[src/rtl/cap_timer_pkg.sv]
package cap_timer_pkg;

  localparam int unsigned CNT_W     = 16;
  localparam int unsigned BYTE_W    = 8;
  localparam int unsigned ADDR_W    = 3;
  localparam int unsigned PS_W      = 3;
  localparam int unsigned NUM_DIV   = 7;
  localparam int unsigned SYNC_DEPTH = 2;

  localparam logic [ADDR_W-1:0] A_CTRL = 3'd0;
  localparam logic [ADDR_W-1:0] A_STAT = 3'd1;
  localparam logic [ADDR_W-1:0] A_CAPH = 3'd2;
  localparam logic [ADDR_W-1:0] A_CAPL = 3'd3;
  localparam logic [ADDR_W-1:0] A_CNTH = 3'd4;
  localparam logic [ADDR_W-1:0] A_CNTL = 3'd5;

  localparam int unsigned B_FLAG = 7;
  localparam int unsigned B_IE   = 6;
  localparam int unsigned B_ESEL = 4;
  localparam int unsigned B_MODE = 2;
  localparam int unsigned B_TOV  = 1;
  localparam int unsigned B_MAXD = 0;

  typedef enum logic [1:0] {
    EDGE_OFF  = 2'b00,
    EDGE_RISE = 2'b01,
    EDGE_FALL = 2'b10,
    EDGE_BOTH = 2'b11
  } edge_sel_e;

endpackage

[src/rtl/cap_timer_prescale.sv]
module cap_timer_prescale
  import cap_timer_pkg::*;
#(
  parameter int unsigned SEL_W   = PS_W,
  parameter int unsigned DIV_N   = NUM_DIV,
  parameter int unsigned SYNC_N  = SYNC_DEPTH
) (
  input  logic             clk,
  input  logic             rst_n,
  input  logic             ext_clk,
  input  logic [SEL_W-1:0] ps,
  output logic             tick
);

  localparam int unsigned PRE_W  = DIV_N - 1;
  localparam int unsigned SEL_N  = 2 ** SEL_W;

  logic [PRE_W-1:0]  pre_q, pre_d;
  logic [SYNC_N:0]   ext_q, ext_d;
  logic              ext_rise;
  logic [SEL_N-1:0]  rate_vec;

  always_comb begin
    pre_d = pre_q + 1'b1;
    ext_d = {ext_q[SYNC_N-1:0], ext_clk};
  end

  always_ff @(posedge clk or negedge rst_n) begin
    if (!rst_n) begin
      pre_q <= '0;
      ext_q <= '0;
    end else begin
      pre_q <= pre_d;
      ext_q <= ext_d;
    end
  end

  assign ext_rise = ext_q[SYNC_N-1] & ~ext_q[SYNC_N];

  for (genvar k = 0; k < SEL_N; k++) begin : g_rate
    if (k == 0) begin : g_full
      assign rate_vec[k] = 1'b1;
    end else if (k < DIV_N) begin : g_div
      assign rate_vec[k] = &pre_q[k-1:0];
    end else begin : g_ext
      assign rate_vec[k] = ext_rise;
    end
  end

  assign tick = rate_vec[ps];

endmodule

[src/rtl/cap_timer_counter.sv]
module cap_timer_counter #(
  parameter int unsigned W = 16
) (
  input  logic         clk,
  input  logic         rst_n,
  input  logic         tick,
  output logic [W-1:0] cnt
);

  logic [W-1:0] cnt_q, cnt_d;

  always_comb begin
    cnt_d = cnt_q;
    if (tick) cnt_d = cnt_q + 1'b1;
  end

  always_ff @(posedge clk or negedge rst_n) begin
    if (!rst_n) cnt_q <= '0;
    else        cnt_q <= cnt_d;
  end

  assign cnt = cnt_q;

endmodule

[src/rtl/cap_timer_capture.sv]
module cap_timer_capture
  import cap_timer_pkg::*;
#(
  parameter int unsigned W      = CNT_W,
  parameter int unsigned SYNC_N = SYNC_DEPTH
) (
  input  logic         clk,
  input  logic         rst_n,
  input  logic         cap_in,
  input  edge_sel_e    esel,
  input  logic [W-1:0] cnt,
  input  logic         hold_set,
  input  logic         hold_clr,
  output logic [W-1:0] cap_q,
  output logic         cap_take,
  output logic         hold
);

  logic [SYNC_N:0] pin_q, pin_d;
  logic            pin_rise, pin_fall, pin_hit;
  logic            hold_q, hold_d;

  always_comb begin
    pin_d    = {pin_q[SYNC_N-1:0], cap_in};
    pin_rise = pin_q[SYNC_N-1] & ~pin_q[SYNC_N];
    pin_fall = ~pin_q[SYNC_N-1] & pin_q[SYNC_N];
    pin_hit  = (esel[0] & pin_rise) | (esel[1] & pin_fall);
    cap_take = pin_hit & ~hold_q & ~hold_set;
    hold_d   = hold_q;
    if (hold_clr)      hold_d = 1'b0;
    else if (hold_set) hold_d = 1'b1;
  end

  always_ff @(posedge clk or negedge rst_n) begin
    if (!rst_n) begin
      pin_q  <= '0;
      hold_q <= 1'b0;
    end else begin
      pin_q  <= pin_d;
      hold_q <= hold_d;
    end
  end

  // capture data carries no reset; it is undefined until the first event
  always_ff @(posedge clk) begin
    if (cap_take) cap_q <= cnt;
  end

  assign hold = hold_q;

endmodule

[src/rtl/cap_timer_regs.sv]
module cap_timer_regs
  import cap_timer_pkg::*;
(
  input  logic              clk,
  input  logic              rst_n,
  input  logic [ADDR_W-1:0] addr,
  input  logic              wr_en,
  input  logic              rd_en,
  input  logic [BYTE_W-1:0] wdata,
  output logic [BYTE_W-1:0] rdata,
  input  logic [CNT_W-1:0]  cnt,
  input  logic [CNT_W-1:0]  cap_q,
  input  logic              cap_take,
  output logic [PS_W-1:0]   ps,
  output edge_sel_e         esel,
  output logic              hold_set,
  output logic              hold_clr,
  output logic              flag,
  output logic              ie,
  output logic              irq
);

  logic            wr_ctrl, wr_stat, rd_stat;
  logic [PS_W-1:0] ps_q, ps_d;
  edge_sel_e       esel_q, esel_d;
  logic            flag_q, flag_d;
  logic            arm_q, arm_d;
  logic            ie_q, ie_d;
  logic [2:0]      misc_q, misc_d;
  logic [BYTE_W-1:0] stat_rd;
  logic            unused_wbits;

  assign unused_wbits = &{1'b0, wdata[BYTE_W-1:PS_W], wdata[3]};

  always_comb begin
    wr_ctrl  = wr_en && (addr == A_CTRL);
    wr_stat  = wr_en && (addr == A_STAT);
    rd_stat  = rd_en && (addr == A_STAT);
    hold_set = rd_en && (addr == A_CAPH);
    hold_clr = rd_en && (addr == A_CAPL);

    ps_d   = wr_ctrl ? wdata[PS_W-1:0] : ps_q;
    esel_d = wr_stat ? edge_sel_e'(wdata[B_ESEL+1:B_ESEL]) : esel_q;
    ie_d   = wr_stat ? wdata[B_IE] : ie_q;
    misc_d = wr_stat ? {wdata[B_MODE], wdata[B_TOV], wdata[B_MAXD]} : misc_q;

    arm_d = arm_q;
    if (wr_stat)               arm_d = 1'b0;
    else if (rd_stat && flag_q) arm_d = 1'b1;

    flag_d = flag_q;
    if (cap_take)                             flag_d = 1'b1;
    else if (wr_stat && arm_q && !wdata[B_FLAG]) flag_d = 1'b0;
  end

  always_ff @(posedge clk or negedge rst_n) begin
    if (!rst_n) begin
      ps_q   <= '0;
      esel_q <= EDGE_OFF;
      ie_q   <= 1'b0;
      misc_q <= '0;
      arm_q  <= 1'b0;
      flag_q <= 1'b0;
    end else begin
      ps_q   <= ps_d;
      esel_q <= esel_d;
      ie_q   <= ie_d;
      misc_q <= misc_d;
      arm_q  <= arm_d;
      flag_q <= flag_d;
    end
  end

  always_comb begin
    stat_rd          = '0;
    stat_rd[B_FLAG]  = flag_q;
    stat_rd[B_IE]    = ie_q;
    stat_rd[B_ESEL+1:B_ESEL] = esel_q;
    stat_rd[B_MODE]  = misc_q[2];
    stat_rd[B_TOV]   = misc_q[1];
    stat_rd[B_MAXD]  = misc_q[0];

    rdata = '0;
    if (rd_en) begin
      unique case (addr)
        A_CTRL:  rdata = {{(BYTE_W-PS_W){1'b0}}, ps_q};
        A_STAT:  rdata = stat_rd;
        A_CAPH:  rdata = cap_q[CNT_W-1:BYTE_W];
        A_CAPL:  rdata = cap_q[BYTE_W-1:0];
        A_CNTH:  rdata = cnt[CNT_W-1:BYTE_W];
        A_CNTL:  rdata = cnt[BYTE_W-1:0];
        default: rdata = '0;
      endcase
    end
  end

  assign ps   = ps_q;
  assign esel = esel_q;
  assign flag = flag_q;
  assign ie   = ie_q;
  assign irq  = flag_q & ie_q;

endmodule

[src/rtl/cap_timer.sv]
module cap_timer
  import cap_timer_pkg::*;
(
  input  logic              clk,
  input  logic              rst_n,
  input  logic              ext_clk,
  input  logic              cap_in,
  input  logic [ADDR_W-1:0] addr,
  input  logic              wr_en,
  input  logic              rd_en,
  input  logic [BYTE_W-1:0] wdata,
  output logic [BYTE_W-1:0] rdata,
  output logic              irq
);

  logic [1:0]       rst_sh;
  logic             rst_ni;
  logic             tick;
  logic [PS_W-1:0]  ps;
  logic [CNT_W-1:0] cnt;
  logic [CNT_W-1:0] cap_q;
  logic             cap_take, hold, hold_set, hold_clr;
  logic             flag, ie;
  edge_sel_e        esel;

  always_ff @(posedge clk or negedge rst_n) begin
    if (!rst_n) rst_sh <= 2'b00;
    else        rst_sh <= {rst_sh[0], 1'b1};
  end
  assign rst_ni = rst_sh[1];

  cap_timer_prescale #(.SEL_W(PS_W), .DIV_N(NUM_DIV), .SYNC_N(SYNC_DEPTH)) u_pre (
    .clk(clk), .rst_n(rst_ni), .ext_clk(ext_clk), .ps(ps), .tick(tick)
  );

  cap_timer_counter #(.W(CNT_W)) u_cnt (
    .clk(clk), .rst_n(rst_ni), .tick(tick), .cnt(cnt)
  );

  cap_timer_capture #(.W(CNT_W), .SYNC_N(SYNC_DEPTH)) u_cap (
    .clk(clk), .rst_n(rst_ni), .cap_in(cap_in), .esel(esel), .cnt(cnt),
    .hold_set(hold_set), .hold_clr(hold_clr),
    .cap_q(cap_q), .cap_take(cap_take), .hold(hold)
  );

  cap_timer_regs u_regs (
    .clk(clk), .rst_n(rst_ni), .addr(addr), .wr_en(wr_en), .rd_en(rd_en),
    .wdata(wdata), .rdata(rdata), .cnt(cnt), .cap_q(cap_q),
    .cap_take(cap_take), .ps(ps), .esel(esel), .hold_set(hold_set),
    .hold_clr(hold_clr), .flag(flag), .ie(ie), .irq(irq)
  );

endmodule

[config.mk]
export PLATFORM = sky130hd
export DESIGN_NAME = cap_timer
export DESIGN_NICKNAME = d
export VERILOG_FILES = /design/src/rtl/cap_timer_pkg.sv /design/src/rtl/cap_timer_prescale.sv /design/src/rtl/cap_timer_counter.sv /design/src/rtl/cap_timer_capture.sv /design/src/rtl/cap_timer_regs.sv /design/src/rtl/cap_timer.sv
export SDC_FILE = /design/constraint.sdc
export NUM_CORES = 1
export LEC_CHECK = 0
export ABC_AREA = 1
export BUFFER_PORTS_ARGS = -buffer_cell sky130_fd_sc_hd__buf_2
export CAP_MARGIN = 10
export CORE_MARGIN = 3
export CORE_UTILIZATION = 40
export DETAILED_ROUTE_END_ITERATION = 12
export PLACE_DENSITY = 0.55
export SLEW_MARGIN = 40
export SYNTH_ARGS = -nofsm -noshare
export SYNTH_HDL_FRONTEND = slang
export SYNTH_SLANG_ARGS = --single-unit
[constraint.sdc]
create_clock -name clk -period 2.33 [get_ports clk]
set_clock_uncertainty 0.15 [all_clocks]
set_input_delay 0 -clock clk [delete_from_list [all_inputs] [get_ports clk]]
set_output_delay 0 -clock clk [all_outputs]
set_load 0.02 [all_outputs]
==> results.sh <==
export IMPL_p_clk_frac=0.318
export IMPL_setup_viol=0
export IMPL_worstReg2RegStart="u_pre.pre_q[0]"
export IMPL_drive_above_1_share=0.140
export IMPL_initial_core_util=0.417
export IMPL_finalPower_mw=2.74
export IMPL_worst_slew_pin_slew_ns=0.522
export IMPL_nNetsFinal=423
export IMPL_hp_class="in -> reg"
export IMPL_track_usage=0.170
export IMPL_synth_edf_count=16
export IMPL_pwr_density_cell_nw_per_um2=790
export IMPL_num_io_pins=26
export IMPL_place_congestion=0.818
export IMPL_cts_buffers=9
export IMPL_dr_total_vias=2363
export IMPL_clkTransAtPathRegs_ns=0.07
export IMPL_synth_warnings=0
export IMPL_holdBufCountCts=20
export IMPL_htree_num_levels=3
export IMPL_grt_ovfl_total=0
export IMPL_critPathLaunch="addr[1]"
export IMPL_power_frac_comb=0.197
export IMPL_cts_resized=0
export IMPL_grt_pass1_wl_mm=10.9
export IMPL_die_width_um=90.4
export IMPL_grt_busiest_layer="met2"
export IMPL_cp_cell_sequence="dlygate4sd3_1 -> buf_2 -> nor3_4 -> nand2_2 -> inv_2 -> nand2_1 -> nand2_1 -> dlygate4sd3_1"
export IMPL_drtIter0Drc=156
export IMPL_use_met1=0.241
export IMPL_tritoncts="done"
export IMPL_cts_setup_buffers=0
export IMPL_finalSetupTns_ns=0
export IMPL_use_met3=0.0417
export IMPL_grt_setup_unrepaired="false"
export IMPL_fmax_mhz=508
export IMPL_slew_headroom=0.652
export IMPL_critPathSlowestCell="dlygate4sd3_1"
export IMPL_critPathBufInv=4
export IMPL_drv_cap=0
export IMPL_ys_seq_area_frac=0.538
export IMPL_finalMaxSlewViolations=0
export IMPL_ys_types=25
export IMPL_hold_ws_ns=0.0381
export IMPL_critPathArrivalTime_ns=2.09
export IMPL_startpoint_type="primary input"
export IMPL_power_frac_seq=0.485
export IMPL_route_final_wire_length_mm=6.41
export IMPL_antenna_found_initial=0
export IMPL_dp_cells=467
export IMPL_critical_path_top_delay_family="buffers and inverters"
export IMPL_p_int_mw=1.85
export IMPL_synth_cells=347
export IMPL_async_reset_ff_frac=0.724
export IMPL_outcome="finished, final reports clean"
export IMPL_use_met2=0.252
export IMPL_syn_nets=368
export IMPL_clk_latency_ns=0.34
export IMPL_swShare=0.325
export IMPL_crit_path_max_incr_delay_ns=0.55
export IMPL_drc=0
export IMPL_vias_per_cell=4.70
export IMPL_hold_violations=0
export IMPL_switchingPower_mw=0.888
export IMPL_leakage_nw=1.61
export IMPL_die_area_um2=8160
export IMPL_final_cells=503
export IMPL_clk_path_buf_depth=2
export IMPL_grt_max_degree=41
export IMPL_hold_start="addr[0]"
export IMPL_final_util=0.507
export IMPL_wl_per_cell_um=12.7
export IMPL_end_kind="flip-flop"
export IMPL_ys_flop_type="dfrtp_1"
export IMPL_syn_avg_cell_area_um2=8.20
export IMPL_fin_crit_sh=0.845
export IMPL_areaGrowthSynthToFinish_pct=21.7
export IMPL_synth_seq_cells=58
export IMPL_num_antenna_cells=0
export IMPL_required_ns=2.45
export IMPL_ant_nets=0
export IMPL_cp_max_fo=11
export IMPL_grt_pass1_vias=2168
export IMPL_first_pass_iters=5
export IMPL_timing_final_crit_period_ns=1.97
export IMPL_die_height_um=90.4
export IMPL_hpwl_mm=4.44
export IMPL_root_buffer="clkbuf_8"
export IMPL_synthesis_area_um2=2850
export IMPL_rows=30
export IMPL_core_um2=6830
export IMPL_cts_sinks=58
export IMPL_worstSetupPathType="in -> reg"
export IMPL_numPortBuffers=24
export IMPL_ir_drop_mv=0.286
==> through the flow <==
| step | area [µm²] | worst slack (ns) |
|---|---|---|
| 6_report | 3460 | 0.361 |
| 5_1_grt | 3460 | 0.219 |
| 4_1_cts | 3460 | 0.393 |
| 2_1_floorplan | 2850 | 0.551 |
| 3_3_place_gp | 3080 | 0.425 |
| 3_5_place_dp | 3080 | 0.392 |
==> cell families (layout without fill, tap and decap cells) <==
family	count (synthesis)	count (layout)	synth area share
compound gates	26	26	0.0483
fa+ha+maj	4	4	0.0176
flops	58	58	0.538
simple gates	212	212	0.309
buf+inv	37	97	0.0580
other cells	1	1	0.00132
xor+xnor	9	9	0.0277
==> routing by layer <==
| layer | up-vias | routed length, µm |
|---|---|---|
| li1 | 1209 | - |
| met1 | 1082 | 3080 |
| met2 | 63 | 2950 |
| met3 | 9 | 323 |
| met4 | 0 | 57 |
| met5 | - | 0 |
==> worst paths after layout <==
check	to	slack, ns	depth (start not counted)
setup / recovery	u_regs.esel[1]	0.36	8
hold / removal	u_cap.hold	0.04	4
setup reg to reg	u_cnt.cnt[13]	0.42	12
hold reg to reg	u_pre.ext_q[1]	0.16	1
max in group asynchronous	u_cnt.cnt[8]	1.51	1
min in group asynchronous	u_pre.ext_q[1]	0.16	1
==> synth_stat cells, types with 2 or more instances <==
cell        n  area [µm²]
dfrtp_1    42        1050
nand3_1    16        80.1
nand4_1     6        37.5
edfxtp_1   16         480
o22ai_1     2        12.5
ha_1        4        50.1
nor3_1      2        10.0
nor2_2      4        25.0
o211ai_1    2        15.0
inv_2       2        7.51
o21ai_0    12        60.1
xor2_1      5        43.8
buf_6       3        33.8
inv_1      31         116
nand2_1   144         541
a21oi_1     7        35.0
nor2_1     33         124
xnor2_1     4        35.0
o21ai_1     3        15.0
nand2_2     4        25.0
==> power groups by stage <==
stage	clock network, mW	registers, mW	logic, mW
6_report	0.869	1.33	0.539
5_1_grt	0.952	1.35	0.616
4_1_cts	0.898	1.33	0.544
2_1_floorplan	0	1.32	0.363
3_3_place_gp	0	1.35	0.490
3_5_place_dp	0	1.35	0.500
==> placed cells by master, fill, tap and decap left out, drive strengths merged <==
| cell | count |
|---|---|
| dlygate4sd3 | 20 |
| nor2 | 37 |
| o211ai | 2 |
| xor2 | 5 |
| ha | 4 |
| o21ai | 15 |
| nand2 | 149 |
| xnor2 | 4 |
| nand3 | 17 |
| nor3 | 3 |
| buf | 28 |
| edfxtp | 16 |
| o22ai | 2 |
| inv | 35 |
| dfrtp | 42 |
| nand4 | 6 |
| clkinv | 1 |
| clkinvlp | 2 |
| clkbuf | 11 |
| conb | 1 |
| a21oi | 7 |
==> flip-flops by register name, indices dropped and copies added (netlist names) <==
| register | count |
|---|---|
| u_regs.esel | 2 |
| u_cnt.cnt | 16 |
| u_cap.pin_q | 3 |
| u_pre.pre_q | 6 |
| u_regs.flag | 1 |
| u_regs.ps | 3 |
| rst_sh | 2 |
| u_regs.misc_q | 3 |
| u_pre.ext_q | 3 |
| u_cap.cap_q | 16 |
| u_cap.hold | 1 |
| u_regs.ie | 1 |
| u_regs.arm_q | 1 |
==> worst min-delay path, delay by kind of cell <==
family | cells | cell delay (ns)
AOI/OAI and AO/OA | 2 | 0.25
buffers and inverters | 1 | 0.12
and+or+nand+nor | 1 | 0.11
==> final cells by class <==
type                       count  area [µm²]
clock buffer                  11         151
clock inverter                 5        36.3
multi-input combinational    252        1150
timing repair buffer          48         350
sequential                    58        1530
fill                         673        3370
inverter                      33         124
tap                           96         120
Note: power is estimated with default switching activity, not from simulation.
